===== config.mk =====
export PLATFORM = sky130hd
export DESIGN_NAME = mem_attr_resolver
export DESIGN_NICKNAME = d
export VERILOG_FILES = /design/src/rtl/mar_pkg.sv /design/src/rtl/mar_win_match.sv /design/src/rtl/mar_prio_pick.sv /design/src/rtl/mem_attr_resolver.sv
export SDC_FILE = /design/constraint.sdc
export NUM_CORES = 1
export LEC_CHECK = 0
export BUFFER_PORTS_ARGS = -buffer_cell sky130_fd_sc_hd__buf_2
export CORE_AREA = 2 2 87 89
export DETAILED_ROUTE_END_ITERATION = 8
export DIE_AREA = 0 0 89 91
export PLACE_DENSITY = 0.78
export SLEW_MARGIN = 20
export SYNTH_ARGS = -nofsm -noshare
export SYNTH_HDL_FRONTEND = slang
export SYNTH_SLANG_ARGS = --single-unit

===== constraint.sdc =====
create_clock -name clk -period 1.2 [get_ports clk]
set_input_delay 0.12 -clock clk [delete_from_list [all_inputs] [get_ports clk]]
set_output_delay 0.12 -clock clk [all_outputs]
set_load 0.1 [all_outputs]

===== src/rtl/mar_pkg.sv =====
package mar_pkg;

    localparam int NUM_WIN = 9;
    localparam int SRC_W   = 4;
    localparam int CM_W    = 2;

    typedef enum logic [SRC_W-1:0] {
        SRC_MMUWIN = 4'd0,
        SRC_RAM0   = 4'd1,
        SRC_RAM1   = 4'd2,
        SRC_ROM0   = 4'd3,
        SRC_ROM1   = 4'd4,
        SRC_GRD0   = 4'd5,
        SRC_GRD1   = 4'd6,
        SRC_GRD2   = 4'd7,
        SRC_GRD3   = 4'd8,
        SRC_DFLT   = 4'd9,
        SRC_VIRT   = 4'd10,
        SRC_FORCED = 4'd11
    } src_e;

    localparam logic [CM_W-1:0] CM_NC = 2'b10;

    typedef struct packed {
        logic            valid;
        src_e            src;
        logic [CM_W-1:0] cmode;
        logic            precise;
        logic            wprot;
        logic            xlate;
        logic            fault;
    } rsp_t;

endpackage


===== src/rtl/mar_win_match.sv =====
module mar_win_match #(
    parameter int TAG_W = 8
) (
    input  logic [TAG_W-1:0] page,
    input  logic             valid,
    input  logic [TAG_W-1:0] base,
    input  logic [TAG_W-1:0] mask,
    output logic             hit
);

    logic [TAG_W-1:0] diff;

    always_comb begin
        diff = (page ^ base) & mask;
        hit  = valid && (diff == '0);
    end

endmodule


===== src/rtl/mar_prio_pick.sv =====
module mar_prio_pick #(
    parameter int N     = 9,
    parameter int IDX_W = $clog2(N)
) (
    input  logic [N-1:0]     cand,
    output logic             any,
    output logic [IDX_W-1:0] idx
);

    always_comb begin
        any = |cand;
        idx = '0;
        for (int i = N - 1; i >= 0; i--) begin
            if (cand[i]) idx = IDX_W'(i);
        end
    end

endmodule


===== src/rtl/mem_attr_resolver.sv =====
module mem_attr_resolver
    import mar_pkg::*;
#(
    parameter int TAG_W = 8
) (
    input  logic                     clk,
    input  logic                     rst_n,
    input  logic                     req_valid,
    input  logic [TAG_W-1:0]         req_page,
    input  logic                     req_ibus,
    input  logic                     req_special,
    input  logic                     req_iack,
    input  logic                     req_super,
    input  logic                     req_tas,
    input  logic                     req_write,
    input  logic                     mmu_en,
    input  logic                     virt_en,
    input  logic                     iack_mask,
    input  logic [NUM_WIN-1:0]       win_valid,
    input  logic [NUM_WIN*TAG_W-1:0] win_base,
    input  logic [NUM_WIN*TAG_W-1:0] win_mask,
    input  logic [NUM_WIN*CM_W-1:0]  win_cmode,
    input  logic [NUM_WIN-1:0]       win_precise,
    input  logic [NUM_WIN-1:0]       win_wprot,
    input  logic [CM_W-1:0]          dflt_cmode,
    input  logic                     dflt_precise,
    input  logic                     dflt_wprot,
    output logic                     rsp_valid,
    output logic [SRC_W-1:0]         rsp_src,
    output logic [CM_W-1:0]          rsp_cmode,
    output logic                     rsp_precise,
    output logic                     rsp_wprot,
    output logic                     rsp_xlate,
    output logic                     rsp_fault
);

    // Enable sets per request kind; bit i enables descriptor i.
    localparam logic [NUM_WIN-1:0] EN_LOCAL = 9'b0_0001_1110;
    localparam logic [NUM_WIN-1:0] EN_IBUS  = 9'b1_1001_1110;
    localparam logic [NUM_WIN-1:0] EN_DBUS  = 9'b0_0111_1110;

    logic [NUM_WIN-1:0] win_hit;
    logic [NUM_WIN-1:0] en_vec;
    logic [NUM_WIN-1:0] cand;
    logic               pick_any;
    logic [SRC_W-1:0]   pick_idx;
    logic [CM_W-1:0]    cm_a [NUM_WIN];
    logic               tas_force;
    src_e               pick_src;

    rsp_t rsp_d, rsp_q;

    // One comparator per descriptor
    genvar gi;
    generate
        for (gi = 0; gi < NUM_WIN; gi++) begin : g_win
            mar_win_match #(.TAG_W(TAG_W)) u_match (
                .page  (req_page),
                .valid (win_valid[gi]),
                .base  (win_base[gi*TAG_W +: TAG_W]),
                .mask  (win_mask[gi*TAG_W +: TAG_W]),
                .hit   (win_hit[gi])
            );
            assign cm_a[gi] = win_cmode[gi*CM_W +: CM_W];
        end
    endgenerate

    // Which descriptors may take part in this request
    always_comb begin
        en_vec = '0;
        if (req_special) begin
            if (req_iack && !iack_mask) en_vec = EN_LOCAL;
        end else if (req_ibus) begin
            en_vec = EN_IBUS;
        end else begin
            en_vec = EN_DBUS | {{(NUM_WIN-1){1'b0}}, (mmu_en & req_super)};
        end
    end

    assign cand = win_hit & en_vec;

    // Descriptor index order equals priority order on both buses
    mar_prio_pick #(.N(NUM_WIN), .IDX_W(SRC_W)) u_pick (
        .cand (cand),
        .any  (pick_any),
        .idx  (pick_idx)
    );

    assign pick_src  = src_e'(pick_idx);
    assign tas_force = req_tas && !req_ibus &&
                       !(pick_any && (pick_src == SRC_RAM0 || pick_src == SRC_RAM1));

    always_comb begin
        rsp_d       = rsp_q;
        rsp_d.valid = req_valid;
        if (req_valid) begin
            rsp_d.xlate = 1'b0;
            rsp_d.fault = 1'b0;
            if (req_special) begin
                rsp_d.src     = pick_any ? pick_src : SRC_FORCED;
                rsp_d.cmode   = CM_NC;
                rsp_d.precise = 1'b1;
                rsp_d.wprot   = 1'b0;
            end else begin
                if (pick_any) begin
                    rsp_d.src     = pick_src;
                    rsp_d.cmode   = cm_a[pick_idx];
                    rsp_d.precise = win_precise[pick_idx];
                    rsp_d.wprot   = win_wprot[pick_idx];
                end else if (mmu_en && virt_en) begin
                    rsp_d.src     = SRC_VIRT;
                    rsp_d.cmode   = '0;
                    rsp_d.precise = 1'b0;
                    rsp_d.wprot   = 1'b0;
                    rsp_d.xlate   = 1'b1;
                end else begin
                    rsp_d.src     = SRC_DFLT;
                    rsp_d.cmode   = dflt_cmode;
                    rsp_d.precise = dflt_precise;
                    rsp_d.wprot   = dflt_wprot;
                end
                if (tas_force) begin
                    rsp_d.cmode   = CM_NC;
                    rsp_d.precise = 1'b1;
                end
                rsp_d.fault = req_write & rsp_d.wprot;
            end
        end
    end

    always_ff @(posedge clk or negedge rst_n) begin
        if (!rst_n) rsp_q <= '0;
        else        rsp_q <= rsp_d;
    end

    assign rsp_valid   = rsp_q.valid;
    assign rsp_src     = rsp_q.src;
    assign rsp_cmode   = rsp_q.cmode;
    assign rsp_precise = rsp_q.precise;
    assign rsp_wprot   = rsp_q.wprot;
    assign rsp_xlate   = rsp_q.xlate;
    assign rsp_fault   = rsp_q.fault;

endmodule


==> reports/metrics.cfg <==
[place]
pre_cts_slack_ps=-1440
dp_hpwl_microns=9070
postPlaceCellArea_sq_um=3730
io_buffers=223
dp_cells=609
gp_congestion=0.944

[routing]
vias=3118
wl_per_cell_microns=16.8
routed_wl_microns=10500
ant_nets=0
vias_per_cell=5.00
drt-initial-drc-count=82
drc=0
drtPass1Iterations=5

[sta]
period_needed_ps=2230
clock.fmax_mhz=448
skew_ps=0
rsz0062_at_grt=true
setup_viol=10
worst_slack_ps=-1030
finalHoldViolations=0
drv_slew=0
tightest_slew_ps=488
timing.final.crit_share_pct=186
slew-limit-headroom_pct=67.7

[critical_path]
start_kind=primary input
cp.required_ps=1320
cp-startpoint=req_page[4]
critPathMaxFanout=6
crit_arrival_ps=2360
path_cells=buf_12, xor2_1, a222oi_1, and3_4, nand4_4, and3_4, o21ai_4, mux2i_1, mux2i_1, a2111oi_2, o2bb2ai_1
cpPeakStageDelay_ps=380
r2r-start=rsp_src[3]
reg2reg_depth=1
worstSetupPathType=primary input to flop
critPathTopFamily=compound AO/OA/AOI/OAI gates
cp_num_buf_inv=1
crit_slowest_cell=a2111oi_2
cp.depth=11
endpoint_kind=flop

[min_path]
hold_path_class=primary input to flop
min-delay-start=req_write
hold_depth=3

[floorplan]
die_y_microns=91
num_rows=31
initial_core_util_pct=29.0
die_x_microns=89
die_area_sq_um=8100
fp.coreArea_sq_um=7140
pin_count=224

[cells_and_area]
drive_gt1_share_pct=59.7
ff_latch_area_sq_um=275
final_common_cell=buf_2
layout_common_cells=buf_2 (206), xor2_1 (68), buf_4 (45)
syn_to_final_growth_pct=97.2
multiInputGateArea_sq_um=1890
final_util_pct=57.2
stdcell_count=624
nFillCells=663
final_area_sq_um=4080
layout.nets=737

[synthesis]
synth.avg_cell_area_sq_um=8.12
synth_ff_type=dfrtp_1
synth-simple-area-share_pct=18.5
synth_top_area_share_pct=30.5
synth_seq_cells=11
ys_warn_count=0
ys_seq_area_share_pct=13.3
yosysTopAreaCell=xor2_1
synth_mux_area_share_pct=9.55
synth_top_family_by_area=XOR/XNOR gates
synthAdderAreaFrac_pct=0
synth-edff-count=0
syn_nets=468
synth_cell_types=43
async_reset_ff_share_pct=100
synth_compound_area_share_pct=23.0
yosys-top-cells-area=xor2_1 (30%), dfrtp_1 (13%), mux2i_1 (6.3%), a22oi_1 (5.8%), nand2_1 (4.5%)
synth_xor_area_share_pct=30.5
synthesis.area_sq_um=2070
netlist_instances=255

[grt]
met2_usage_pct=46.6
grt_pass1_vias=3447
grt_max_degree=12
use_met1_pct=26.1
antenna_found_initial=2
grt_pass1_wl_microns=15500
use_met3_pct=1.55
grt_use_total_pct=24.3
gr-total-overflow=0
globalRoute.busiestLayer=met2

[cts]
clock_tree.root_cell=clkbuf_8
cts_buffers=3
htreeDepth=1
cts_tree=yes
ctsLongestPathBuffers=2
clkLatencyLatePin_ps=240
cts.sinks=11
clk_pin_slew_ps=50

[outcome]
status=finished, violations left
failed_checks=negative setup slack

[flow_run]
maxCapViolCount=0

[power_and_ir_drop]
powerDensity_nw_per_um2=687
p_leak_nw=2.13
irDropWorstVdd_mv=0.322

-- logic make-up (layout without fill, tap and decap cells) --
group | after synthesis | after routing
flip-flops | 11 | 11
XOR/XNOR | 72 | 72
AND/OR/NAND/NOR | 75 | 76
other | 0 | 2
AO/OA/AOI/OAI | 62 | 62
buffers and inverters | 16 | 283
multiplexers | 19 | 19
-- worst min-delay path, cell delays in order --
cell and delay, ps:
buf_2 110, nand3_1 60, o21ai_1 60
-- registers in the layout, summed over array words and instances (netlist names) --
register     flops
rsp_valid        1
rsp_xlate        1
rsp_src          4
rsp_precise      1
rsp_fault        1
rsp_cmode        2
rsp_wprot        1
-- per-layer routing --
metal  part of all wire, %  routed length [microns]
met5                     0                        0
met4                   4.5                      467
met1                    35                     3630
met3                   6.4                      666
met2                    54                     5710
-- report_power, final --
part           switching, W  internal (W)  total [W]  leakage (nW)
logic               0.00102      0.000935    0.00196          1.98
registers         0.0000490      0.000419   0.000468         0.131
clock network      0.000143      0.000233   0.000376        0.0228
-- path summary, 6_finish.rpt --
kind,slack (ps),end
max in group asynchronous,710,rsp_src[0]
min in group asynchronous,280,rsp_precise
worst max register to register,390,rsp_src[3]
worst max-delay path,-1030,rsp_wprot
worst min-delay path,160,rsp_fault
worst min register to register,540,rsp_cmode[1]
-- area by class of cell --
class / instances / area share (%)
antenna: 2 / 0.123
sequential: 11 / 6.74
timing repair buffer: 275 / 42.5
tap: 99 / 3.03
inverter: 4 / 0.368
clock buffer: 4 / 1.10
multi-input combinational: 229 / 46.2
-- timing repair --
action	in CTS	in global routing
endpoints found under the hold margin	11	0
endpoints found under the setup margin	10	10
pin swaps	22	20
hold buffers	1	0
resized for setup	32	20
setup buffers	8	2
cloned	1	0
-- stage by stage --
| step | hold slack [ps] | setup TNS [ps] | total power, W |
|---|---|---|---|
| floorplan | -176 | -7590 | 0.00144 |
| global placement | 5.57 | -11420 | 0.00224 |
| detailed placement | 3.58 | -12390 | 0.00227 |
| CTS | 155 | -9210 | 0.00273 |
| global route | 183 | -10610 | 0.00296 |
| finish | 155 | -9040 | 0.00280 |
-- cell usage after synthesis, types with 3 or more instances --
cell type and n:
and3_1 4, nor3_1 3, a22oi_1 16, a22o_1 4, a21oi_1 9, buf_4 3, o21ai_0 5, nand4_1 4
mux2_2 6, buf_2 4, nand2_1 25, a222oi_1 7, nand3b_1 7, dfrtp_1 11, a221oi_1 4, xor2_1 72
mux2i_1 13, buf_6 4, inv_1 4, nor2_1 11, nand3_1 11
(Power assumes the default switching activity.)
